File: src/rtl/dirc_pkg.sv
package dirc_pkg;

    typedef enum logic [1:0] {
        DS_UNCACHED = 2'd0,
        DS_SHARED   = 2'd1,
        DS_EXCL     = 2'd2
    } dstate_e;

    typedef enum logic [1:0] {
        OP_READ    = 2'd0,
        OP_WRITE   = 2'd1,
        OP_RELEASE = 2'd2
    } op_e;

    typedef enum logic {
        MK_INV   = 1'b0,
        MK_FETCH = 1'b1
    } msgkind_e;

    typedef enum logic [1:0] {
        FS_IDLE   = 2'd0,
        FS_DECIDE = 2'd1,
        FS_WAIT   = 2'd2,
        FS_RESP   = 2'd3
    } fsm_e;

    localparam logic [31:0] MEM_SEED = 32'hA000_0000;

    // index of the lowest set bit of a mask (0 when empty)
    function automatic int unsigned low_index(input logic [31:0] m);
        int unsigned r;
        r = 0;
        for (int i = 31; i >= 0; i--) begin
            if (m[i]) r = i;
        end
        return r;
    endfunction

endpackage

File: src/rtl/dirc_store.sv
module dirc_store
    import dirc_pkg::*;
#(
    parameter int N_CACHE = 4,
    parameter int N_BLK   = 16,
    parameter int DATA_W  = 32
) (
    input  logic                     clk,
    input  logic                     rst,
    input  logic [$clog2(N_BLK)-1:0] rd_blk,
    output dstate_e                  rd_state,
    output logic [N_CACHE-1:0]       rd_pres,
    output logic [DATA_W-1:0]        rd_data,
    input  logic                     dir_we,
    input  dstate_e                  wr_state,
    input  logic [N_CACHE-1:0]       wr_pres,
    input  logic                     mem_we,
    input  logic [DATA_W-1:0]        mem_wdata
);
    localparam int BLK_W = $clog2(N_BLK);

    dstate_e            state_q [N_BLK];
    logic [N_CACHE-1:0] pres_q  [N_BLK];
    logic [DATA_W-1:0]  mem_q   [N_BLK];

    assign rd_state = state_q[rd_blk];
    assign rd_pres  = pres_q[rd_blk];
    assign rd_data  = mem_q[rd_blk];

    generate
        for (genvar b = 0; b < N_BLK; b++) begin : g_blk
            localparam logic [BLK_W-1:0] IDX = BLK_W'(b);
            always_ff @(posedge clk) begin
                if (rst) begin
                    state_q[b] <= DS_UNCACHED;
                    pres_q[b]  <= '0;
                    mem_q[b]   <= DATA_W'(MEM_SEED) + DATA_W'(b);
                end else begin
                    if (dir_we && rd_blk == IDX) begin
                        state_q[b] <= wr_state;
                        pres_q[b]  <= wr_pres;
                    end
                    if (mem_we && rd_blk == IDX) begin
                        mem_q[b] <= mem_wdata;
                    end
                end
            end
        end
    endgenerate

    // an exclusive entry always names exactly one owner
    a_r7_excl_single: assert property (@(posedge clk) disable iff (rst)
        (dir_we && wr_state == DS_EXCL) |-> ($countones(wr_pres) == 1));

    // uncached exactly when no presence bit remains
    a_r8_unc_empty: assert property (@(posedge clk) disable iff (rst)
        dir_we |-> ((wr_state == DS_UNCACHED) == (wr_pres == '0)));

endmodule

File: src/rtl/dirc_fanout.sv
module dirc_fanout
    import dirc_pkg::*;
#(
    parameter int N_CACHE = 4
) (
    input  logic                        clk,
    input  logic                        rst,
    input  logic                        load,
    input  logic [N_CACHE-1:0]          load_mask,
    input  msgkind_e                    load_kind,
    input  logic                        ack_valid,
    output logic                        msg_valid,
    output msgkind_e                    msg_kind,
    output logic [$clog2(N_CACHE)-1:0]  msg_dest,
    output logic                        done
);
    localparam int ID_W  = $clog2(N_CACHE);
    localparam int CNT_W = $clog2(N_CACHE + 1);

    logic [N_CACHE-1:0] remain_q;
    logic [CNT_W-1:0]   pend_q;
    msgkind_e           kind_q;

    assign msg_valid = |remain_q;
    assign msg_kind  = kind_q;
    assign msg_dest  = ID_W'(low_index(32'(remain_q)));
    assign done      = (remain_q == '0) && (pend_q == '0);

    always_ff @(posedge clk) begin
        if (rst) begin
            remain_q <= '0;
            pend_q   <= '0;
            kind_q   <= MK_INV;
        end else if (load) begin
            remain_q <= load_mask;
            pend_q   <= CNT_W'($countones(load_mask));
            kind_q   <= load_kind;
        end else begin
            if (msg_valid) remain_q[msg_dest] <= 1'b0;
            if (ack_valid && pend_q != '0) pend_q <= pend_q - 1'b1;
        end
    end

    // an acknowledgement only arrives while one is outstanding
    a_r6_ack_expected: assert property (@(posedge clk) disable iff (rst)
        ack_valid |-> (pend_q != '0));

    // one target is served per message cycle
    a_r4_one_per_cycle: assert property (@(posedge clk) disable iff (rst)
        (msg_valid && !load) |=>
            ($countones(remain_q) == $countones($past(remain_q)) - 1));

endmodule

File: src/rtl/dir_home_ctrl.sv
module dir_home_ctrl
    import dirc_pkg::*;
#(
    parameter int N_CACHE = 4,
    parameter int N_BLK   = 16,
    parameter int DATA_W  = 32,
    localparam int ID_W   = $clog2(N_CACHE),
    localparam int BLK_W  = $clog2(N_BLK)
) (
    input  logic              clk,
    input  logic              rst,
    input  logic              req_valid,
    output logic              req_ready,
    input  logic [1:0]        req_op,
    input  logic [ID_W-1:0]   req_id,
    input  logic [BLK_W-1:0]  req_blk,
    input  logic [DATA_W-1:0] req_data,
    output logic              rsp_valid,
    output logic [ID_W-1:0]   rsp_id,
    output logic              rsp_excl,
    output logic [DATA_W-1:0] rsp_data,
    output logic              msg_valid,
    output logic              msg_kind,
    output logic [ID_W-1:0]   msg_dest,
    input  logic              ack_valid,
    input  logic              ack_dirty,
    input  logic [DATA_W-1:0] ack_data
);
    fsm_e              st_q;
    op_e               op_q;
    logic [ID_W-1:0]   id_q;
    logic [BLK_W-1:0]  blk_q;
    logic [DATA_W-1:0] data_q;

    dstate_e            rd_state;
    logic [N_CACHE-1:0] rd_pres;
    logic [DATA_W-1:0]  rd_data;
    logic               dir_we, mem_we;
    dstate_e            wr_state;
    logic [N_CACHE-1:0] wr_pres;
    logic [DATA_W-1:0]  mem_wdata;

    logic               fan_load, fan_done;
    logic [N_CACHE-1:0] fan_mask;
    msgkind_e           fan_kind, msg_kind_e;

    logic [N_CACHE-1:0] self_bit, others, left_after_rel;
    logic               rel_by_owner;

    assign self_bit       = N_CACHE'(1) << id_q;
    assign others         = rd_pres & ~self_bit;
    assign left_after_rel = rd_pres & ~self_bit;
    assign rel_by_owner   = (rd_state == DS_EXCL) && (rd_pres == self_bit);

    // targets of the coherence messages for the current request
    always_comb begin
        fan_kind = MK_INV;
        fan_mask = '0;
        unique case (op_q)
            OP_WRITE: begin
                fan_kind = MK_INV;
                fan_mask = others;
            end
            OP_RELEASE: fan_mask = '0;
            default: begin
                fan_kind = MK_FETCH;
                fan_mask = (rd_state == DS_EXCL) ? others : '0;
            end
        endcase
    end

    assign fan_load = (st_q == FS_DECIDE) && (fan_mask != '0);

    // entry and memory updates
    always_comb begin
        dir_we    = 1'b0;
        wr_state  = rd_state;
        wr_pres   = rd_pres;
        mem_we    = 1'b0;
        mem_wdata = ack_data;
        if (st_q == FS_WAIT && ack_valid && ack_dirty) begin
            mem_we = 1'b1;
        end
        if ((st_q == FS_DECIDE && fan_mask == '0) ||
            (st_q == FS_WAIT && fan_done)) begin
            dir_we = 1'b1;
            unique case (op_q)
                OP_WRITE: begin
                    wr_state = DS_EXCL;
                    wr_pres  = self_bit;
                end
                OP_RELEASE: begin
                    wr_pres  = left_after_rel;
                    wr_state = (left_after_rel == '0) ? DS_UNCACHED : rd_state;
                    if (rel_by_owner) begin
                        mem_we    = 1'b1;
                        mem_wdata = data_q;
                    end
                end
                default: begin
                    wr_state = DS_SHARED;
                    wr_pres  = rd_pres | self_bit;
                end
            endcase
        end
    end

    always_ff @(posedge clk) begin
        if (rst) begin
            st_q   <= FS_IDLE;
            op_q   <= OP_READ;
            id_q   <= '0;
            blk_q  <= '0;
            data_q <= '0;
        end else begin
            unique case (st_q)
                FS_IDLE: if (req_valid) begin
                    st_q   <= FS_DECIDE;
                    op_q   <= op_e'(req_op);
                    id_q   <= req_id;
                    blk_q  <= req_blk;
                    data_q <= req_data;
                end
                FS_DECIDE: st_q <= (fan_mask == '0) ? FS_RESP : FS_WAIT;
                FS_WAIT:   if (fan_done) st_q <= FS_RESP;
                default:   st_q <= FS_IDLE;
            endcase
        end
    end

    dirc_store #(.N_CACHE(N_CACHE), .N_BLK(N_BLK), .DATA_W(DATA_W)) store_i (
        .clk       (clk),
        .rst       (rst),
        .rd_blk    (blk_q),
        .rd_state  (rd_state),
        .rd_pres   (rd_pres),
        .rd_data   (rd_data),
        .dir_we    (dir_we),
        .wr_state  (wr_state),
        .wr_pres   (wr_pres),
        .mem_we    (mem_we),
        .mem_wdata (mem_wdata)
    );

    dirc_fanout #(.N_CACHE(N_CACHE)) fan_i (
        .clk       (clk),
        .rst       (rst),
        .load      (fan_load),
        .load_mask (fan_mask),
        .load_kind (fan_kind),
        .ack_valid (ack_valid),
        .msg_valid (msg_valid),
        .msg_kind  (msg_kind_e),
        .msg_dest  (msg_dest),
        .done      (fan_done)
    );

    assign msg_kind  = msg_kind_e;
    assign req_ready = (st_q == FS_IDLE);
    assign rsp_valid = (st_q == FS_RESP);
    assign rsp_id    = id_q;
    assign rsp_excl  = (st_q == FS_RESP) && (op_q == OP_WRITE);
    assign rsp_data  = rd_data;

    // the requester is never a message target
    a_r5_no_self_target: assert property (@(posedge clk) disable iff (rst)
        msg_valid |-> (msg_dest != id_q));

    // no response while messages or acks are outstanding
    a_r6_grant_after_acks: assert property (@(posedge clk) disable iff (rst)
        rsp_valid |-> fan_done);

    // busy while a response is out
    a_r9_busy_hold: assert property (@(posedge clk) disable iff (rst)
        rsp_valid |-> !req_ready);

    // response and messages never overlap
    a_r9_no_overlap: assert property (@(posedge clk) disable iff (rst)
        !(msg_valid && rsp_valid));

endmodule

File: config.mk
export PLATFORM = sky130hd
export DESIGN_NAME = dir_home_ctrl
export DESIGN_NICKNAME = d
export VERILOG_FILES = /design/src/rtl/dirc_pkg.sv /design/src/rtl/dirc_store.sv /design/src/rtl/dirc_fanout.sv /design/src/rtl/dir_home_ctrl.sv
export SDC_FILE = /design/constraint.sdc
export NUM_CORES = 1
export LEC_CHECK = 0
export ABC_AREA = 1
export BUFFER_PORTS_ARGS = -buffer_cell sky130_fd_sc_hd__buf_4
export CAP_MARGIN = 20
export CORE_ASPECT_RATIO = 1.2
export CORE_MARGIN = 2
export CORE_UTILIZATION = 40
export DETAILED_ROUTE_END_ITERATION = 7
export HOLD_SLACK_MARGIN = 0.15
export SLEW_MARGIN = 20
export SYNTH_ARGS = -nofsm -noshare
export SYNTH_HDL_FRONTEND = slang
export SYNTH_HIERARCHICAL = 1
export SYNTH_SLANG_ARGS = --single-unit
File: constraint.sdc
create_clock -name clk -period 11.55 [get_ports clk]
set_input_delay 0.5775 -clock clk [delete_from_list [all_inputs] [get_ports clk]]
set_output_delay 0.5775 -clock clk [all_outputs]
set_load 0.02 [all_outputs]
==> impl_metrics.tcl, run 1 <==
set metrics [dict create \
    drcViolationCount 0 \
    synth_top_cell_by_area "edfxtp_1" \
    wl_met2_mm 44.7 \
    crit_type "reg -> reg" \
    finalSetupViolCount 0 \
    finalHoldViolCount 0 \
    grt_pass1_vias 24100 \
    ff_latch_area_sq_mm 0.0193 \
    cts.hold.buffers_added 0 \
    ios 118 \
    drt-met1-wl_mm 40.6 \
    worstPathBufferInverterCount 6 \
    grt_setup_unrepaired "false" \
    cts_tree "yes" \
    finalWorstPathRequiredPeriod_ns 5.21 \
    htree_levels 3 \
    dp_hpwl_mm 54.7 \
    min_period_over_period 0.451 \
    antenna_found_initial 0 \
    cts_buffers 71 \
    path_common_cell "nand2_1" \
    yosysSeqAreaShare 0.593 \
    die_w_um 264 \
    slew-limit-headroom 0.229 \
    tns_ns 0 \
    syn_area_per_cell_sq_um 8.30 \
    die_area_sq_mm 0.0835 \
    path_max_fanout 197 \
    cts-root-buf "clkbuf_16" \
    die_h_um 316 \
    multi_input_area_sq_mm 0.0111 \
    required_ns 11.89 \
    maxCapViolCount 0 \
    vdd_drop_max_uv 170 \
    synth-edff-count 608 \
    start_util 0.404 \
    synth_top_area_frac 0.562 \
    path_cells "buf_12, nand2_1, nand2_1, nand2_1, nand2_1, nand2_1, nand2_1, inv_1, nand2_1, inv_1, ha_1, nor2_1, nand3_2, buf_4, o21ai_0, nand2_1, o21ai_2, buf_4, nand3_2, inv_1, nand2_1" \
    rr_worst_depth 21 \
    n_antenna_cell 0 \
    drt-pass1-iter-count 6 \
    ant_nets 0 \
    top_layer "met4" \
    endpoint_kind "flop" \
    area_growth_pct 10.8 \
    drt_iter0_markers 2294 \
    yosysWarnings 6 \
    netlist_area_sq_mm 0.0325 \
    cts_buffer_depth 3 \
    viasPerCell 5.06 \
    cpLargestDelayFamily "buffers and inverters" \
    rows 114 \
    dr_wl_met3_mm 6.51 \
    crit_cells 21 \
    cts_setup_buffers 0 \
    portBuffers 117 \
    syn_nets 4014 \
    layout.nets 3987 \
    clkTransAtPathRegs_ns 0.06 \
    fin_util 0.448 \
    routedWlPerCell_um 18.9 \
    gp_congestion 0.805 \
    p_leak_uw 0.0159 \
    ys_top_cells_by_count "nand2_1, edfxtp_1, nor2_1" \
    slowest_delay_ns 0.82 \
    ys_top_cells_by_area "edfxtp_1, nand2_1, nor2_1, dfxtp_1, inv_1" \
    worst_pin_slew_ns 1.15 \
    crit_slowest_cell "nand3_2" \
    yosys.cell_types.count 33 \
    grt.overflow.total 0 \
    outcome "finished, final reports clean" \
    grt_max_degree 198 \
    via_count 25200 \
    yosysMostFrequentCell "nand2_1" \
    grt_pass1_wl_mm 143 \
    cts_resized 0 \
    cts.sinks 658 \
    nFillCells 7929 \
    core_area_sq_mm 0.0804 \
    fmax_ghz 0.192 \
    synth-seq-cells 658 \
    clkLatencyLatePin_ns 0.62 \
    synth-main-ff-cell "edfxtp_1" \
    drt_wl_total_mm 94.3 \
    crit_path_start_kind "flop" \
    drv_slew 0 \
    powerDensity_mw_per_mm2 218 \
    hold_path.class "in -> reg" \
    track_usage 0.225 \
    postSynthCellCount 3916 \
    fin_skew_ns 0.0232 \
    async_flop_share 0 \
    whs_path_depth 3 \
    arrival_ns 5.56 \
    drive_above_1_share 0.0791 \
]
## final timing paths
path | startpoint | slack, ns | endpoint
worst max-delay path | blk_q[0]$_SDFFE_PP0P_ | 6.34 | store_i/mem_q[11][29]$_SDFFCE_PN1P_
worst min-delay path | req_data[8] | 0.23 | data_q[8]$_SDFFE_PP0P_
worst max register to register | blk_q[0]$_SDFFE_PP0P_ | 6.34 | store_i/mem_q[11][29]$_SDFFCE_PN1P_
worst min register to register | data_q[27]$_SDFFE_PP0P_ | 0.45 | data_q[27]$_SDFFE_PP0P_
## cell usage in the layout, fill, tap and decap left out, types with 4 or more instances in the layout
cell type / count
nand3_2: 7
nor3_1: 6
inv_6: 5
nand3_1: 40
nor2_2: 9
clkbuf_16: 75
ha_1: 19
nand4_1: 10
inv_1: 231
nand2_2: 18
clkbuf_1: 14
dfxtp_1: 48
edfxtp_1: 608
nand2_1: 1866
buf_4: 145
clkinv_2: 8
o21ai_1: 30
a22oi_1: 4
nor2_1: 570
o21ai_2: 12
clkinv_1: 24
o21ai_0: 111
inv_2: 12
a21oi_1: 48
## where the power goes
group / switching [uW] / internal, uW
combinational: 2260 / 561
sequential: 73.9 / 2750
clock: 966 / 1250
## metrics by stage
| stage | setup WS (ns) | hold WS (ns) | instance area, sq um | power, uW | std cells |
|---|---|---|---|---|---|
| global route | 5.93 | 0.237 | 36000 | 8280 | 4989 |
| CTS | 6.38 | 0.202 | 36000 | 7900 | 4987 |
| finish | 6.34 | 0.231 | 36000 | 7870 | 4989 |
| floorplan | 7.31 | 0.425 | 32500 | 4690 | 3916 |
| global placement | 6.40 | 0.439 | 33700 | 5680 | 4857 |
| detailed placement | 6.39 | 0.442 | 33700 | 5690 | 4858 |
## cell type report
type,instances,share of cell area
well taps,1044,0.0363
flip-flops and latches,658,0.535
clock inverters,38,0.00771
clock buffers,91,0.0543
repair buffers,149,0.0323
inverters,249,0.0263
multi-input cells,2760,0.308
## cell families after synthesis
| family | Yosys count | synth area share |
|---|---|---|
| simple gates | 2529 | 0.297 |
| flops | 658 | 0.593 |
| buf+inv | 498 | 0.0675 |
| compound gates | 210 | 0.0345 |
| fa+ha+maj | 21 | 0.00832 |
## per-layer routing
layer | vias to the layer above | track usage
met5 | - | 0
met4 | 0 | 0.0728
met3 | 149 | 0.0330
met2 | 899 | 0.380
met1 | 12000 | 0.301
li1 | 12200 | -
## tightest hold or removal path, delay by kind of cell
family,cells,cell delay (ns)
AO/OA/AOI/OAI,2,0.17
buffers and inverters,1,0.07
## state kept, by name, summed over array words and instances (netlist names)
| register | count |
|---|---|
| rsp_id | 2 |
| fan_i/msg_kind | 1 |
| st_q | 2 |
| store_i/mem_q | 512 |
| blk_q | 4 |
| fan_i/pend_q | 3 |
| data_q | 32 |
| fan_i/remain_q | 4 |
| op_q | 2 |
| store_i/pres_q | 64 |
| store_i/state_q | 32 |
(Power assumes the default switching activity.)
==> run 2: changes to the inputs <==
Clock period 11.55 ns to 4.85 ns, I/O delays scaled along.
==> run 2 against run 1 <==
  * Critical path depth down 9
  * Total power grew 150%
  * Clock power is 150% higher
  * Sequential power is 140% higher
  * Via count increased by 2.2%
  * Hold slack gained 0.087 ns
  * Non-clock buffer count up 114
  * Sequential share of layout area fell by 1.7 points
  * Global-route usage up 0.59 points
  * Flip-flop and latch count unchanged
  * First-iteration DRC count rose by 13%
  * Utilization increased by 1.5 points
==> impl_metrics.tcl, run 2 (synthesis gave the netlist of run 1 again) <==
set metrics [dict create \
    outcome "finished, final reports clean" \
    grt_pass1_vias 24300 \
    cts_buffers 70 \
    worstPathBufferInverterCount 5 \
    die_w_um 264 \
    endpoint_kind "primary output" \
    via_count 25800 \
    fin_skew_ns 0.0240 \
    hold_path.class "in -> reg" \
    ant_nets 0 \
    powerDensity_mw_per_mm2 526 \
    largestRegisters "store_i/mem_q: 512 flops, store_i/pres_q: 64 flops" \
    mostFrequentLayoutCell "nand2_1" \
    fmax_ghz 0.230 \
    crit_path_start_kind "flop" \
    track_usage 0.231 \
    worst_pin_slew_ns 1.10 \
    cts_setup_buffers 0 \
    drt_wl_total_mm 97.0 \
    cpLargestDelayFamily "buffers and inverters" \
    min_period_over_period 0.896 \
    die_h_um 316 \
    clkTransAtPathRegs_ns 0.06 \
    gp_congestion 0.851 \
    drive_above_1_share 0.0941 \
    slowest_delay_ns 0.87 \
    crit_type "reg -> out" \
    met1_usage 0.316 \
    drt-pass1-iter-count 6 \
    grt_setup_unrepaired "false" \
    cts_resized 0 \
    rows 114 \
    final_cell_mix "nand2_1, edfxtp_1, nor2_1" \
    setup_ws_ns 0.504 \
    cts.sinks 658 \
    maxCapViolCount 0 \
    drv_slew 0 \
    largest_reg_flops 512 \
    grt_pass1_wl_mm 147 \
    clkLatencyLatePin_ns 0.61 \
    path_max_fanout 82 \
    routedWlPerCell_um 19.0 \
    slew-limit-headroom 0.264 \
    grt_max_degree 101 \
    start_util 0.404 \
    vdd_drop_max_uv 389 \
    cts-root-buf "clkbuf_16" \
    required_ns 4.61 \
    finalHoldViolCount 0 \
    grt-busiest-layer "met2" \
    layout.nets 4100 \
    htree_levels 3 \
    grt_use_met3 0.0287 \
    drcViolationCount 0 \
    path_cells "buf_4, buf_4, buf_4, nand2_1, nand2_1, nand2_1, nand2_1, nand2_1, nand2_1, inv_1, nand2_1, buf_4" \
    cts_buffer_depth 3 \
    arrival_ns 4.10 \
    p_leak_uw 0.0165 \
    die_area_sq_mm 0.0835 \
    finalWorstPathRequiredPeriod_ns 4.35 \
    finalSetupViolCount 0 \
    portBuffers 117 \
    tns_ns 0 \
    path_common_cell "nand2_1" \
    crit_slowest_cell "buf_4" \
    grt.overflow.total 0 \
    antenna_found_initial 0 \
    viasPerCell 5.05 \
    top_register "store_i/mem_q" \
    cts_tree "yes" \
    grtUsageMet2 0.390 \
    ios 118 \
    drt_iter0_markers 2589 \
    dp_hpwl_mm 58.8 \
    preCtsSetupSlack_ns 0.816 \
    core_area_sq_mm 0.0804 \
    n_antenna_cell 0 \
    area_growth_pct 14.5 \
]
-- run 2: changes by cell type in the layout (fill, tap and decap cells not counted), moves of 2 or more --
cell           change
dlygate4sd3_1     +54
nand2_4            -2
nand2_2            +2
clkbuf_8           -2
clkinv_2           +9
buf_4             +49
inv_16             -3
clkbuf_16          -3
bufinv_16          +7
clkinv_1          -10
buf_12            +10
-- run 2: stage by stage --
step / total power [uW] / cell area, sq um / hold WS [ns] / instances / util
2_1_floorplan: 11200 / 32500 / 0.409 / 3916 / -
3_3_place_gp: 14100 / 34300 / 0.438 / 4919 / 0.427
3_5_place_dp: 14100 / 34300 / 0.442 / 4919 / 0.427
4_1_cts: 19700 / 37200 / 0.296 / 5102 / 0.462
5_1_grt: 20500 / 37200 / 0.361 / 5103 / 0.463
6_report: 19600 / 37200 / 0.317 / 5103 / 0.463
-- run 2: per-layer routing --
metal / vias up / wire length, um
li1: 12400 / -
met1: 12300 / 41700
met5: - / 0
met3: 126 / 6830
met2: 958 / 46400
met4: 0 / 2160
-- run 2: final timing paths --
| check | start | depth (start not counted) | slack, ns | to |
|---|---|---|---|---|
| hold reg to reg | data_q[26]$_SDFFE_PP0P_ | 2 | 0.45 | data_q[26]$_SDFFE_PP0P_ |
| setup reg to reg | blk_q[0]$_SDFFE_PP0P_ | 23 | 0.72 | fan_i/pend_q[1]$_SDFFE_PP0P_ |
| setup / recovery | blk_q[0]$_SDFFE_PP0P_ | 12 | 0.50 | rsp_data[21] |
| hold / removal | ack_data[15] | 5 | 0.32 | store_i/mem_q[9][15]$_SDFFCE_PN0P_ |
-- run 2: what timing repair did --
action | in CTS | in global routing
hold endpoints to repair | 50 | 0
hold buffers | 54 | 0
endpoints found under the setup margin | 0 | 0
-- run 2: power breakdown --
part           switching (uW)  leakage, uW  internal, uW
sequential                169      0.00647          6540
combinational            5670      0.00891          1720
clock                    2270      0.00114          3220
-- run 2: worst reg2reg max path, delay by kind of cell (launching register included) --
kind	cells	cell delay, ns
and+or+nand+nor	12	1.18
DFF	1	0.47
AOI/OAI and AO/OA	2	0.19
buffers and inverters	6	1.25
adders and majority gates	3	0.98
-- run 2: area by class of cell --
cell class	instances	area (sq um)
Multi-Input combinational cell	2760	11100
Fill cell	7849	43200
Tap cell	1044	1310
Inverter	249	947
Sequential cell	658	19300
Timing Repair Buffer	263	2280
Clock inverter	42	452
Clock buffer	87	1860
